--- src/rtl/hlt_pkg.sv ---
package hlt_pkg;
  typedef enum logic [1:0] {
    PH_IDLE = 2'd0,
    PH_PRE  = 2'd1,
    PH_LS   = 2'd2,
    PH_SCAN = 2'd3
  } phase_t;
endpackage

--- src/rtl/hlt_seq.sv ---
module hlt_seq
  import hlt_pkg::*;
#(
  parameter int VALID_COLS = 512,
  parameter int LS_LEN     = 4,
  parameter int PRE_LEN    = 2,
  localparam int LIM_W     = $clog2(VALID_COLS) + 1,
  localparam int CNT_W     = LIM_W + 1
) (
  input  logic             clk,
  input  logic             rst_n,
  input  logic             clr_n,
  input  logic             line_req,
  input  logic             sub_mode,
  input  logic [LIM_W-1:0] col_limit,
  output phase_t           phase_o,
  output logic             odd_o,
  output logic [CNT_W-1:0] cnt_o,
  output logic [CNT_W-1:0] vcnt_o,
  output logic             done_o
);
  localparam logic [CNT_W-1:0] FULL_N = CNT_W'(VALID_COLS);
  localparam logic [CNT_W-1:0] HALF_N = CNT_W'(VALID_COLS / 2);

  phase_t           phase_q, phase_d;
  logic             odd_q, odd_d;
  logic [CNT_W-1:0] cnt_q, cnt_d;
  logic [CNT_W-1:0] vcnt_q, vcnt_d;
  logic [CNT_W-1:0] last_q, last_d;
  logic             done_q, done_d;

  logic [CNT_W-1:0] full_w, lim_w, eff_w;

  always_comb begin
    full_w = sub_mode ? HALF_N : FULL_N;
    lim_w  = {1'b0, col_limit};
    eff_w  = ((lim_w == '0) || (lim_w >= full_w)) ? full_w : lim_w;
  end

  always_comb begin
    phase_d = phase_q;
    odd_d   = odd_q;
    cnt_d   = cnt_q;
    vcnt_d  = vcnt_q;
    last_d  = last_q;
    done_d  = 1'b0;
    if (!clr_n) begin
      phase_d = PH_IDLE;
      odd_d   = 1'b0;
      cnt_d   = '0;
      done_d  = (phase_q != PH_IDLE);
    end else begin
      unique case (phase_q)
        PH_IDLE: begin
          if (line_req) begin
            phase_d = PH_PRE;
            odd_d   = 1'b0;
            cnt_d   = '0;
            vcnt_d  = eff_w;
            last_d  = (eff_w == full_w) ? (full_w + CNT_W'(1)) : eff_w;
          end
        end
        PH_PRE: begin
          if (cnt_q == CNT_W'(PRE_LEN - 1)) begin
            phase_d = PH_LS;
            cnt_d   = '0;
          end else begin
            cnt_d = cnt_q + CNT_W'(1);
          end
        end
        PH_LS: begin
          if (cnt_q == CNT_W'(LS_LEN - 1)) begin
            phase_d = PH_SCAN;
            cnt_d   = '0;
          end else begin
            cnt_d = cnt_q + CNT_W'(1);
          end
        end
        PH_SCAN: begin
          if (cnt_q == last_q) begin
            cnt_d = '0;
            if (!odd_q) begin
              phase_d = PH_LS;
              odd_d   = 1'b1;
            end else begin
              phase_d = PH_IDLE;
              odd_d   = 1'b0;
              done_d  = 1'b1;
            end
          end else begin
            cnt_d = cnt_q + CNT_W'(1);
          end
        end
        default: phase_d = PH_IDLE;
      endcase
    end
  end

  always_ff @(posedge clk or negedge rst_n) begin
    if (!rst_n) begin
      phase_q <= PH_IDLE;
      odd_q   <= 1'b0;
      cnt_q   <= '0;
      vcnt_q  <= '0;
      last_q  <= '0;
      done_q  <= 1'b0;
    end else begin
      phase_q <= phase_d;
      odd_q   <= odd_d;
      cnt_q   <= cnt_d;
      vcnt_q  <= vcnt_d;
      last_q  <= last_d;
      done_q  <= done_d;
    end
  end

  assign phase_o = phase_q;
  assign odd_o   = odd_q;
  assign cnt_o   = cnt_q;
  assign vcnt_o  = vcnt_q;
  assign done_o  = done_q;
endmodule

--- src/rtl/hlt_decode.sv ---
module hlt_decode
  import hlt_pkg::*;
#(
  parameter int VALID_COLS = 512,
  localparam int IDX_W     = $clog2(VALID_COLS),
  localparam int CNT_W     = IDX_W + 2
) (
  input  phase_t           phase_i,
  input  logic             odd_i,
  input  logic [CNT_W-1:0] cnt_i,
  input  logic [CNT_W-1:0] vcnt_i,
  output logic             ls_o,
  output logic             ec_o,
  output logic             pxrd_o,
  output logic             warn_o,
  output logic             shift_o,
  output logic             valid_o,
  output logic [IDX_W-1:0] idx_o
);
  always_comb begin
    ls_o    = (phase_i == PH_LS);
    pxrd_o  = (phase_i == PH_PRE);
    warn_o  = (phase_i == PH_PRE) && (cnt_i == '0);
    ec_o    = (phase_i != PH_IDLE) && !odd_i;
    shift_o = (phase_i == PH_SCAN);
    valid_o = shift_o && (cnt_i != '0) && (cnt_i <= vcnt_i);
    idx_o   = valid_o ? IDX_W'(cnt_i - CNT_W'(1)) : '0;
  end
endmodule

--- src/rtl/hline_timer.sv ---
module hline_timer
  import hlt_pkg::*;
#(
  parameter int VALID_COLS = 512,
  parameter int LS_LEN     = 4,
  parameter int PRE_LEN    = 2,
  localparam int IDX_W     = $clog2(VALID_COLS),
  localparam int LIM_W     = IDX_W + 1,
  localparam int CNT_W     = IDX_W + 2
) (
  input  logic             clk,
  input  logic             rst_n,
  input  logic             clr_n,
  input  logic             line_req,
  input  logic             sub_mode,
  input  logic [LIM_W-1:0] col_limit,
  output logic             ls,
  output logic             ec,
  output logic             pxrd,
  output logic             even_warn,
  output logic             pix_shift,
  output logic             pix_valid,
  output logic [IDX_W-1:0] col_idx,
  output logic             line_done
);
  phase_t           phase_w;
  logic             odd_w;
  logic [CNT_W-1:0] cnt_w;
  logic [CNT_W-1:0] vcnt_w;

  hlt_seq #(
    .VALID_COLS(VALID_COLS),
    .LS_LEN    (LS_LEN),
    .PRE_LEN   (PRE_LEN)
  ) u_seq (
    .clk      (clk),
    .rst_n    (rst_n),
    .clr_n    (clr_n),
    .line_req (line_req),
    .sub_mode (sub_mode),
    .col_limit(col_limit),
    .phase_o  (phase_w),
    .odd_o    (odd_w),
    .cnt_o    (cnt_w),
    .vcnt_o   (vcnt_w),
    .done_o   (line_done)
  );

  hlt_decode #(
    .VALID_COLS(VALID_COLS)
  ) u_dec (
    .phase_i(phase_w),
    .odd_i  (odd_w),
    .cnt_i  (cnt_w),
    .vcnt_i (vcnt_w),
    .ls_o   (ls),
    .ec_o   (ec),
    .pxrd_o (pxrd),
    .warn_o (even_warn),
    .shift_o(pix_shift),
    .valid_o(pix_valid),
    .idx_o  (col_idx)
  );
endmodule

--- config.mk ---
export PLATFORM = sky130hd
export DESIGN_NAME = hline_timer
export DESIGN_NICKNAME = d
export VERILOG_FILES = /design/src/rtl/hlt_pkg.sv /design/src/rtl/hlt_seq.sv /design/src/rtl/hlt_decode.sv /design/src/rtl/hline_timer.sv
export SDC_FILE = /design/constraint.sdc
export NUM_CORES = 1
export LEC_CHECK = 0
export ABC_AREA = 1
export CAP_MARGIN = 25
export CELL_PAD_IN_SITES_DETAIL_PLACEMENT = 1
export CELL_PAD_IN_SITES_GLOBAL_PLACEMENT = 1
export CORE_ASPECT_RATIO = 1.2
export CORE_MARGIN = 2
export CORE_UTILIZATION = 30
export CTS_CLUSTER_SIZE = 30
export DETAILED_ROUTE_END_ITERATION = 16
export DONT_BUFFER_PORTS = 1
export PLACE_DENSITY = 0.65
export SYNTH_ARGS = -nofsm -noshare
export SYNTH_HDL_FRONTEND = slang
export SYNTH_SLANG_ARGS = --single-unit
--- constraint.sdc ---
create_clock -name clk -period 4.2 [get_ports clk]
set_clock_uncertainty 0.2 [all_clocks]
set_input_delay 0.84 -clock clk [delete_from_list [all_inputs] [get_ports clk]]
set_output_delay 0.84 -clock clk [all_outputs]
set_load 0.05 [all_outputs]
== Word-level counts from Yosys, hierarchy flattened ==
Index checks and enable logic that the tools add are counted.
Word-level totals
  register bits after elaboration: 37
  output and inout port bits: 16
  logic and storage cells: 63
Cells by class
  add/sub/neg operators: 3
  order comparisons: 2
  equal/unequal tests: 12
  muxes and demuxes: 26
  reductions and logical operators: 14
Operators with widths (number)
  two-way mux 11 bit: 7
  one-hot mux 11 bit (4 select lines): 1
  adder 11 x 1 -> 11 bit (second input constant): 2
  equality test 11 bit: 2
  two-way mux 2 bit: 6
  equality test 11 x 1 -> 1 bit (second input constant): 1
  equality test 11 x 2 -> 1 bit (second input constant): 1
  greater-or-equal comparator 10 x 11 -> 1 bit: 1
  <= comparator 11 bit: 1
  logical NOT 11 bit: 1
  nonzero test 11 bit: 1
  logical NOT 10 bit: 1
  two-way mux 10 bit: 1
  two-way mux 9 bit: 1
  != test 3 x 2 -> 1 bit (second input constant): 3
  subtractor 9 x 1 -> 9 bit (second input constant): 1
  two-way mux 1 bit: 8
  one-hot mux 2 bit (4 select lines): 1
  AND reduction 3 bit: 2
  equality test 2 bit (second input constant): 2
  logical AND 1 bit: 4
  AND reduction 4 bit: 1
  != test 3 x 1 -> 1 bit (second input constant): 1
  != test 3 bit (second input constant): 1
  6 further kinds: 6

== Longest topological paths before layout ==
  depth in word-level cells: 6
  depth in mapped cells: 13
  gate-level depth less buffers: 11

== Modules after synthesis ==
A second synthesis with hierarchy kept.
Second synthesis, totals
  cell total of the unflattened synthesis: 386
  area, all modules: 2681.3 µm²
By module, submodules not included
  hlt_seq: times used 1, cells each 283, area each 2083.2 µm², sequential area each 875.8 µm²
  hlt_decode: times used 1, cells each 103, area each 598.1 µm², sequential area each 0.0 µm²

== Worst setup path before layout ==
OpenSTA, ideal clock, no wires.
  path kind: flip-flop to output port
  start: register u_seq.cnt_q[0] (netlist: u_seq.cnt_o[0])
  end: output even_warn
  data arrival time: 2099 ps
  setup slack: 1061 ps
  stages on the path, launching flop included: 7
  buffers on the path: 0
  cell sequence: dfrtp_1 inv_2 ha_1 nand2_1 nor2_2 nand3_1 nor3_1
Between the ends
  cells in the longest elaborated chain, start to end: 2
RTL lines
  from (decl): line hlt_seq.sv:27  | logic [CNT_W-1:0] cnt_q, cnt_d;
  from (signal assigned): line hlt_seq.sv:110  | cnt_q <= cnt_d;
  logical NOT 11 bit: line hlt_decode.sv:23  | warn_o = (phase_i == PH_PRE) && (cnt_i == '0);
  logical AND 1 bit: line hlt_decode.sv:23
  to (decl): line hline_timer.sv:20  | output logic even_warn,
No other way between the ends.

== Worst setup path in the final report ==
  start: register u_seq.cnt_q[4] (netlist: u_seq.cnt_o[4])
  end: output pix_valid
Between the ends
  cells in the longest elaborated chain, start to end: 3
RTL lines
  parallel branches: the longest is 2 deep, another holds <= comparator 11 bit
  logical AND 1 bit (*): line hlt_decode.sv:26  | valid_o = shift_o && (cnt_i != '0) && (cnt_i <= vcnt_i);
  to (decl): line hline_timer.sv:22  | output logic pix_valid,
Every way passes the cells marked *.

==> flow_summary.toml <==
[synth]
synthesis.area_um2 = 2650
synth_ff_type = "dfrtp_1"
synthSimpleGateAreaFrac_pct = 35.5
ys_warn_count = 0
synth.most_common_cell = "nand2_1"
synth_top_family_by_area = "simple AND/OR/NAND/NOR gates"
synthXorXnorAreaFrac_pct = 4.63
synthDistinctLibCells = 33
avgSynthCellArea_um2 = 7.19
synth_mux_area_share_pct = 0
synth_edf_count = 0
synth_top_area_share_pct = 33.1
ys_seq_elements = 35
yosys.area.top_type = "dfrtp_1"
synthCells = 368
netlist_top_cells_area = "dfrtp_1 33%, nand2_1 12%, inv_1 7.4%, ha_1 7.1%, nand3_1 5.1%"
syn_nets = 398
synthAdderAreaFrac_pct = 7.09
yosys-top-cells-count = "83 x nand2_1, 52 x inv_1, 35 x dfrtp_1, 35 x nor2_1, 27 x nand3_1"
synth-compound-area-share_pct = 7.04
ys_seq_area_share_pct = 33.1
synthArstFlopShare_pct = 100

[power_and_ir_drop]
combPwrFrac_pct = 48.1
ir_worst_vdd_mv = 0.152
clkPwrFrac_pct = 16.8
p_int_mw = 0.777
power.total_mw = 1.52
total_leakage_power_nw = 1.52
p_sw_mw = 0.738
power.density_nw_per_um2 = 529
p_sw_share_pct = 48.7
seq_power_share_pct = 35.1

[cts]
cts-buffers-inserted = 5
cts_hold_buf = 0
cts_sinks = 35
cts.clk_slew.worst_paths_ns = 0.08
cts_resized = 0
root_buffer = "clkbuf_8"
clockBufferDepth = 2
cts-htree-levels = 2
insertion_delay_ns = 0.29
cts_tree = "yes"
postCtsSetupBuffers = 0

[floorplanning]
row_count = 37
fp.dieH_um = 107
pin_count = 31
coreArea_um2 = 8560
start_util_pct = 30.9
die_area_um2 = 9590
dieWidth_um = 89.7

[placement]
dp_hpwl_mm = 5.38
gp_congestion = 0.856
port_buffers = 0

[route]
dr.pass1.iters = 4
wl_met3_um = 236
met1_length_mm = 3.32
wl_per_cell_um = 14.3
ant_nets = 0
wl_mm = 7.03
route.vias.total = 2338
viasPerCell = 4.76
top_layer = "met4"
drt-initial-drc-count = 73
met2_length_mm = 3.37
route.detailed.drc = 0

[worst_setup_path]
cp-start-kind = "register"
critPathRequiredTime_ns = 3.16
crit_arrival_ns = 2.29
crit_path_max_fanout = 10
cp-startpoint = "u_seq.cnt_o[4]$_DFFE_PN0N_"
critPathKind = "reg2out"
timing.rr.end = "u_seq.odd_o$_DFFE_PN0P_"
cp-end-kind = "primary output"
rrSetupSlack_ns = 1.95
reg2reg_from = "u_seq.phase_o[0]$_DFFE_PN0P_"
rr_worst_depth = 8

[hold_path]
min_path_type = "in2async"

[status]
status = "finished clean"

[run]
drv_cap = 0

[sta]
clock.fmax_ghz = 0.301
drv_slew = 0
rsz0062_at_grt = "no"
period_needed_ns = 3.33
maxSlewHeadroom_pct = 30.0
worstMarginPinSlew_ns = 1.05
fin_setup_tns_ns = 0
setup_viol = 0
finalCritPeriodShare_pct = 79.2
hold_viol = 0
hold_slack_ns = 0.0251

[cells_and_area]
syn_to_final_growth_pct = 8.23
final_layout_size_suffix_gt1_share_pct = 16.8
fin_nets = 403
antenna_cells = 0

[global_route]
grt_use_total_pct = 15.7
first_global_vias = 2480
grt_max_degree = 36
grt.overflow.total = 0
antenna_found_initial = 0
grt_pass1_wl_mm = 12.2
[worst max-delay path by stage]
stage                       to  slack [ns]  depth (start not counted)
floorplan            even_warn        1.06                          6
global placement     pix_valid        1.21                         10
detailed placement   pix_valid        1.21                         10
CTS                  pix_valid        0.84                         10
global route        col_idx[5]        0.66                         11
finish               pix_valid        0.87                         10
[cell type report]
| class | instances | area [um2] |
|---|---|---|
| inverters | 63 | 243 |
| well taps | 117 | 146 |
| repair buffers | 10 | 75.1 |
| flip-flops and latches | 35 | 876 |
| fillers | 1104 | 5700 |
| clock inverters | 3 | 20.0 |
| multi-input cells | 258 | 1440 |
| clock buffers | 5 | 68.8 |
[sequential cells by signal, indices dropped and copies added, names as in the netlist]
register,cells
u_seq.cnt_o,11
u_seq.last_q,10
u_seq.done_o,1
u_seq.vcnt_o,10
u_seq.odd_o,1
u_seq.phase_o,2
[cells in the final DEF (no fill, tap or decap), drive strengths merged]
master,count
nand2,98
inv,62
nor2,41
nand3,37
dfrtp,35
o21ai,23
ha,15
xor2,12
buf,10
nor3,10
nand4,8
a21oi,6
clkbuf,5
clkinv,2
xnor2,2
clkinvlp,2
o21a,1
o22ai,1
o211ai,1
nand3b,1
o31ai,1
a41oi,1
[routing by layer]
layer,GRT usage [%],vias to the layer above
met1,19.7,1122
met2,27.7,44
met4,4.95,0
met5,0,-
met3,2.74,7
li1,-,1165
[worst max-delay path, cell delays in order (launching register included)]
cell     delay [ns]
dfrtp_1        0.59
ha_1           0.32
nand2_1        0.07
inv_1          0.03
o21ai_0        0.13
nand2_1        0.08
nand3_1        0.08
nand3_1        0.09
nand2_1        0.11
nand2_2        0.13
inv_1          0.35
[cell families (layout without fill, tap and decap cells)]
logic type,after synthesis,count (layout)
AND/OR/NAND/NOR,195,195
buffers and inverters,75,81
flip-flops,35,35
AO/OA/AOI/OAI,34,34
adder cells (fa/ha/maj),15,15
XOR/XNOR,14,14
[power groups by stage]
stage	clock network (mW)	registers [mW]	logic (mW)
final	0.255	0.532	0.728
after global routing	0.283	0.548	0.828
after CTS	0.265	0.533	0.739
after detailed placement	0	0.540	0.730
after global placement	0	0.535	0.714
after floorplan	0	0.515	0.602
[stage by stage]
step / cell area (um2) / cells / setup slack [ns] / utilization (%)
finish: 2860 / 491 / 0.872 / 33.4
global placement: 2780 / 483 / 1.21 / 32.4
detailed placement: 2780 / 483 / 1.21 / 32.4
global route: 2860 / 491 / 0.655 / 33.4
CTS: 2860 / 491 / 0.845 / 33.4
floorplan: 2650 / 368 / 1.06 / -
(Power assumes the default switching activity.)
